===== config.mk =====
export PLATFORM = sky130hd
export DESIGN_NAME = pbat_top
export DESIGN_NICKNAME = d
export VERILOG_FILES = /design/src/rtl/pbat_pkg.sv /design/src/rtl/pbat_regs.sv /design/src/rtl/pbat_decode.sv /design/src/rtl/pbat_route.sv /design/src/rtl/pbat_top.sv
export SDC_FILE = /design/constraint.sdc
export NUM_CORES = 1
export LEC_CHECK = 0
export ABC_CLOCK_PERIOD_IN_PS = 6100
export CORE_MARGIN = 4
export CORE_UTILIZATION = 35
export DETAILED_ROUTE_END_ITERATION = 12
export GPL_TIMING_DRIVEN = 0
export PLACE_DENSITY = 0.7
export SLEW_MARGIN = 20
export SYNTH_ARGS = -nofsm -noshare
export SYNTH_HDL_FRONTEND = slang
export SYNTH_SLANG_ARGS = --single-unit

===== constraint.sdc =====
create_clock -name clk -period 6.1 [get_ports clk]
set_clock_uncertainty 0.05 [all_clocks]
set_input_delay 1.22 -clock clk [delete_from_list [all_inputs] [get_ports clk]]
set_output_delay 1.22 -clock clk [all_outputs]
set_load 0.1 [all_outputs]

===== src/rtl/pbat_pkg.sv =====
package pbat_pkg;
  localparam int LOG_W   = 16;
  localparam int PHY_W   = 20;
  localparam int PAGE_SH = 10;
  localparam int BND_W   = 6;
  localparam int BASE_W  = 10;
  localparam int NUM_WIN = 4;
  localparam int NUM_REG = 2 * NUM_WIN;
  localparam int RADDR_W = $clog2(NUM_REG);
  localparam logic [7:0] LOCK_HI  = 8'hF0;
  localparam logic [7:0] BND_RST  = 8'h3F;

  typedef logic [LOG_W:0] start_t;

  typedef struct packed {
    logic [BND_W-1:0]  bnd;
    logic [BASE_W-1:0] base;
  } win_cfg_t;

  // first logical byte of a programmable window, one bit wider than LOG_W
  function automatic start_t win_start(input logic [BND_W-1:0] b);
    return (start_t'(b) + start_t'(1)) << PAGE_SH;
  endfunction

  // base page ORed onto the logical address
  function automatic logic [PHY_W-1:0] compose(input logic [BASE_W-1:0] a,
                                               input logic [LOG_W-1:0]  la);
    return {a, {PAGE_SH{1'b0}}} | PHY_W'(la);
  endfunction
endpackage


===== src/rtl/pbat_regs.sv =====
module pbat_regs
  import pbat_pkg::*;
(
  input  logic                clk,
  input  logic                rst_n,
  input  logic                we,
  input  logic [RADDR_W-1:0]  addr,
  input  logic [7:0]          wdata,
  output logic [7:0]          rdata,
  output win_cfg_t [NUM_WIN-1:0] cfg
);
  localparam logic [RADDR_W-1:0] LAST_EVEN = RADDR_W'(NUM_REG - 2);
  localparam logic [RADDR_W-1:0] LAST_ODD  = RADDR_W'(NUM_REG - 1);

  logic [7:0] regs [NUM_REG];
  logic       lock_touch;

  assign lock_touch = we && (addr >= LAST_EVEN);

  always_ff @(posedge clk) begin
    if (!rst_n) begin
      for (int i = 0; i < NUM_REG; i++)
        regs[i] <= (i % 2 == 0) ? BND_RST : ((i == NUM_REG - 1) ? LOCK_HI : 8'h00);
    end else if (we) begin
      if (addr == LAST_ODD) begin
        regs[LAST_ODD]  <= LOCK_HI;
        regs[LAST_EVEN] <= {2'b00, regs[LAST_EVEN][5:0]};
      end else if (addr == LAST_EVEN) begin
        regs[LAST_EVEN] <= {2'b00, wdata[5:0]};
      end else begin
        regs[addr] <= wdata;
      end
    end
  end

  assign rdata = regs[addr];

  for (genvar g = 0; g < NUM_WIN; g++) begin : g_cfg
    assign cfg[g].bnd  = regs[2*g][BND_W-1:0];
    assign cfg[g].base = {regs[2*g+1], regs[2*g][7:6]};
  end

  assert_store_R2: assert property (@(posedge clk) disable iff (!rst_n)
    (we && addr < LAST_EVEN) |=> regs[$past(addr)] == $past(wdata));

  assert_odd_locked_R3: assert property (@(posedge clk) disable iff (!rst_n)
    (addr == LAST_ODD) |-> rdata == LOCK_HI);

  assert_even_top_clear_R3: assert property (@(posedge clk) disable iff (!rst_n)
    lock_touch |=> regs[LAST_EVEN][7:6] == 2'b00);
endmodule


===== src/rtl/pbat_decode.sv =====
module pbat_decode
  import pbat_pkg::*;
(
  input  logic                   clk,
  input  logic                   rst_n,
  input  win_cfg_t [NUM_WIN-1:0] cfg,
  input  logic [LOG_W-1:0]       laddr,
  output logic                   hit,
  output logic [PHY_W-1:0]       phys
);
  start_t             st  [NUM_WIN];
  logic [NUM_WIN:0]   raw;
  logic [BASE_W-1:0]  sel_base;
  start_t             la_x;

  assign la_x   = start_t'(laddr);
  assign raw[0] = (laddr[LOG_W-1:PAGE_SH] == '0);

  for (genvar n = 0; n < NUM_WIN; n++) begin : g_win
    assign st[n] = win_start(cfg[n].bnd);
    if (n == NUM_WIN - 1) begin : g_last
      assign raw[n+1] = (la_x >= st[n]);
    end else begin : g_mid
      assign raw[n+1] = (la_x >= st[n]) && (la_x < st[n+1]);
    end
  end

  // lowest-numbered matching window wins
  always_comb begin
    hit      = 1'b0;
    sel_base = '0;
    for (int n = NUM_WIN; n >= 1; n--) begin
      if (raw[n]) begin
        hit      = 1'b1;
        sel_base = cfg[n-1].base;
      end
    end
    if (raw[0]) begin
      hit      = 1'b1;
      sel_base = '0;
    end
  end

  assign phys = compose(sel_base, laddr);

  assert_fixed_page_R6: assert property (@(posedge clk) disable iff (!rst_n)
    raw[0] |-> (hit && phys == PHY_W'(laddr)));

  assert_low_bits_kept_R5: assert property (@(posedge clk) disable iff (!rst_n)
    hit |-> phys[LOG_W-1:0] == (laddr | phys[LOG_W-1:0]));
endmodule


===== src/rtl/pbat_route.sv =====
module pbat_route #(
  parameter int         AW        = 16,
  parameter logic [7:0] MISS_DATA = 8'hFF
) (
  input  logic          clk,
  input  logic          rst_n,
  input  logic          log_rd,
  input  logic          log_wr,
  input  logic [7:0]    log_wdata,
  input  logic          hit,
  input  logic          dev_ram,
  input  logic [AW-1:0] dev_addr,
  input  logic [7:0]    rom_rdata,
  input  logic [7:0]    ram_rdata,
  output logic [AW-1:0] mem_addr,
  output logic          rom_re,
  output logic          ram_re,
  output logic          ram_we,
  output logic [7:0]    ram_wdata,
  output logic [7:0]    log_rdata
);
  logic rd_ok, wr_ok;

  assign rd_ok     = log_rd && hit;
  assign wr_ok     = log_wr && hit;
  assign mem_addr  = dev_addr;
  assign rom_re    = rd_ok && !dev_ram;
  assign ram_re    = rd_ok && dev_ram;
  assign ram_we    = wr_ok && dev_ram;
  assign ram_wdata = log_wdata;

  always_comb begin
    if (!hit)         log_rdata = MISS_DATA;
    else if (dev_ram) log_rdata = ram_rdata;
    else              log_rdata = rom_rdata;
  end

  assert_rom_write_dropped_R7: assert property (@(posedge clk) disable iff (!rst_n)
    (log_wr && !dev_ram) |-> !ram_we);

  assert_miss_reads_ff_R8: assert property (@(posedge clk) disable iff (!rst_n)
    (log_rd && !hit) |-> (log_rdata == MISS_DATA && !rom_re && !ram_re));

  assert_miss_write_dropped_R8: assert property (@(posedge clk) disable iff (!rst_n)
    (log_wr && !hit) |-> !ram_we);
endmodule


===== src/rtl/pbat_top.sv =====
module pbat_top
  import pbat_pkg::*;
#(
  parameter int         DEVSEL_BIT = 16,
  parameter logic [7:0] MISS_DATA  = 8'hFF
) (
  input  logic               clk,
  input  logic               rst_n,
  input  logic               reg_we,
  input  logic [RADDR_W-1:0] reg_addr,
  input  logic [7:0]         reg_wdata,
  output logic [7:0]         reg_rdata,
  input  logic               log_rd,
  input  logic               log_wr,
  input  logic [LOG_W-1:0]   log_addr,
  input  logic [7:0]         log_wdata,
  output logic [7:0]         log_rdata,
  output logic [PHY_W-1:0]   phys_addr,
  output logic [LOG_W-1:0]   mem_addr,
  output logic               rom_re,
  input  logic [7:0]         rom_rdata,
  output logic               ram_re,
  output logic               ram_we,
  output logic [7:0]         ram_wdata,
  input  logic [7:0]         ram_rdata
);
  win_cfg_t [NUM_WIN-1:0] cfg;
  logic                   hit;
  logic [PHY_W-1:0]       phys;

  pbat_regs u_regs (
    .clk   (clk),
    .rst_n (rst_n),
    .we    (reg_we),
    .addr  (reg_addr),
    .wdata (reg_wdata),
    .rdata (reg_rdata),
    .cfg   (cfg)
  );

  pbat_decode u_dec (
    .clk   (clk),
    .rst_n (rst_n),
    .cfg   (cfg),
    .laddr (log_addr),
    .hit   (hit),
    .phys  (phys)
  );

  pbat_route #(.AW(LOG_W), .MISS_DATA(MISS_DATA)) u_route (
    .clk       (clk),
    .rst_n     (rst_n),
    .log_rd    (log_rd),
    .log_wr    (log_wr),
    .log_wdata (log_wdata),
    .hit       (hit),
    .dev_ram   (phys[DEVSEL_BIT]),
    .dev_addr  (phys[LOG_W-1:0]),
    .rom_rdata (rom_rdata),
    .ram_rdata (ram_rdata),
    .mem_addr  (mem_addr),
    .rom_re    (rom_re),
    .ram_re    (ram_re),
    .ram_we    (ram_we),
    .ram_wdata (ram_wdata),
    .log_rdata (log_rdata)
  );

  assign phys_addr = phys;
endmodule


==> out/results.txt <==
final worst-path cycle share = 98.6%
total of max-cap violations = 0
Final Instance Area = 0.00629 sq mm
Max Root-Sink Buffers = 2
sequential cell area = 0.00192 sq mm
startpoint class of the critical path = input port
Routed Wire Length = 13,800 microns
num rows = 41
placed cell areas = 0.00602 sq mm
PwrDens = 332 mW/mm^2
dpl hpwl = 10,900 microns
final hold violations = 0
die extent in y = 124 microns
final slew viol count = 0
status = completed
synth warn = 0
sequential share of the synthesized area = 41.1%
Required @ worst endpoint = 4.83 ns
Hold Startpoint = reg_wdata[7]
crit path kind = in -> out
largest net degree at the start of global routing = 11
Yosys top cell area share = 41.1%
most common cell after layout, fill and taps aside = clkdlybuf4s50_1
RSZ-0062 raised after global routing = true
via count = 3,916
Static Leak = 2.41 nW
pre-CTS setup slack = -0.839 ns
DR iter-0 viols = 431
cell count after placement = 711
largest registers = u_regs.regs: 64 flops
Post-CTS Hold Fix Bufs = 0
Clock Root Buffer = clkbuf_16
DRC viols = 0
Post-Syn Area = 0.00467 sq mm
die area = 0.0153 sq mm
number of synthesized flops with an enable pin = 64
post-DR vias/cell = 5.38
H-tree levels = 3
die width = 124 microns
setup_tns = 0 ns
ANT nets after route = 0
routed wire length per instance = 19.0 microns
Min-Delay Path Class = in -> reg
Finished Layout Cells = 728
Setup crit end kind = output pin
Max-slew headroom = 28.0%
Post-synth ARST share = 0%
CTS tree = done
Biggest register = u_regs.regs
FF+latch count, synth = 64
grt ovf = 0
vias in the first global route = 3,844
Multi-input gate area = 0.00239 sq mm
post-synthesis cell type count = 51
first-pass GRT wire length = 20,800 microns
IO buf count = 110
layout cells sized above 1 = 23.6%
initial antenna violation count = 0
Worst Tran Pin Value = 1.07 ns
crit path DAT = 4.74 ns
CTS clk-pin slew, worst paths = 0.05 ns
filler instances = 1,160
Final #Nets = 635
PnR worst setup slack = 0.0870 ns
CORE AREA = 0.0128 sq mm
most frequent cells in the layout = 83 x clkdlybuf4s50_1, 64 x edfxtp_1, 36 x buf_4, 28 x ha_1, 24 x nand2_1
Synth area leaders = edfxtp_1 41%, mux4_2 7.7%, ha_1 7.5%
Placer Congestion = 0.918
Max Clock Freq = 166 MHz
gr usage total = 18.4%
Antenna Cells = 0
worst-path maximum fanout = 10
clock sinks = 64
first-pass iteration count of the detailed router = 6
max reg flops = 64
Syn Inst Count = 421
Peak VDD IR = 202 uV
endpoints failing setup = 0
Tmin final = 6.01 ns
Hold Path Depth = 3
Top Ports = 119
top cell type by total area after synthesis = edfxtp_1
syn avg cell area = 11.1 sq um
Post-synth top flop = edfxtp_1
Initial Util = 36.4%
TritonCTS Buffers = 9
worst hold endpoint = u_regs.regs[4][7]
Area Growth Syn to Fin = 34.7%
## metrics by stage
stage / hold slack (ns) / power, mW / util [%]
after floorplan: 1.35 / 1.34 / -
after global placement: 1.95 / 1.59 / 46.9
after detailed placement: 1.94 / 1.60 / 46.9
after CTS: 1.60 / 2.11 / 49.7
after global routing: 1.68 / 2.17 / 49.1
final: 1.61 / 2.09 / 49.1
## layout make-up
cell class	count	area share (%)
Buffer	53	5.57
Clock buffer	11	3.70
Clock inverter	5	1.13
Inverter	14	0.835
Multi-Input combinational cell	298	37.9
Sequential cell	64	30.5
Tap cell	172	3.42
Timing Repair Buffer	111	16.9
## synthesized netlist by cell type (11+ instances only)
master	count
inv_1	14
nor2_1	17
or2_2	12
clkbuf_1	13
ha_1	28
or3_1	14
buf_4	35
xor2_1	11
and2_1	19
nand2_1	24
edfxtp_1	64
nand3_1	18
o211ai_1	17
mux4_2	16
## repair_timing
item,in CTS,in global routing
setup endpoints to repair,27,19
buffers inserted,1,0
pin swaps,1,0
gates resized for setup,82,27
## routing by layer
metal	track usage [%]	share of wire [%]
met1	24.2	40
met2	30.9	48
met3	3.52	9.9
met4	5.26	1.9
met5	0	0
## worst max-delay path by stage
stage	from	end	slack (ns)	depth (start not counted)
CTS	log_addr[0]	phys_addr[14]	0.009	11
detailed placement	log_addr[14]	phys_addr[14]	-0.84	11
floorplan	log_addr[13]	phys_addr[11]	0.04	9
global placement	log_addr[13]	phys_addr[14]	-0.78	11
global route	log_addr[14]	log_rdata[6]	-0.11	10
finish	log_addr[14]	log_rdata[7]	0.09	11
## cells by family (layout without fill, tap and decap cells)
family / count (synthesis) / after routing / synth area share (%)
compound gates: 75 / 75 / 12.9
other cells: 2 / 10 / 0.161
mux: 24 / 24 / 9.64
simple gates: 145 / 145 / 17.2
flops: 64 / 64 / 41.1
buf+inv: 67 / 194 / 8.57
fa+ha+maj: 28 / 28 / 7.50
xor+xnor: 16 / 16 / 3.00
## worst max-delay path, cell delays in order
cell and delay [ns]:
clkdlybuf4s50_1 0.61, ha_1 0.42, and3_1 0.17, o21ai_0 0.18
a31oi_1 0.18, or4b_2 0.68, o311a_1 0.14, buf_6 0.15
a2bb2oi_4 0.21, o211ai_1 0.21, clkdlybuf4s15_2 0.58
## power breakdown
group / internal (mW) / total [mW] / switching [mW]
logic: 0.270 / 1.02 / 0.747
clock network: 0.353 / 0.526 / 0.172
registers: 0.518 / 0.549 / 0.0309
total: 1.14 / 2.09 / 0.950
Power figures use the tool's default switching activity.
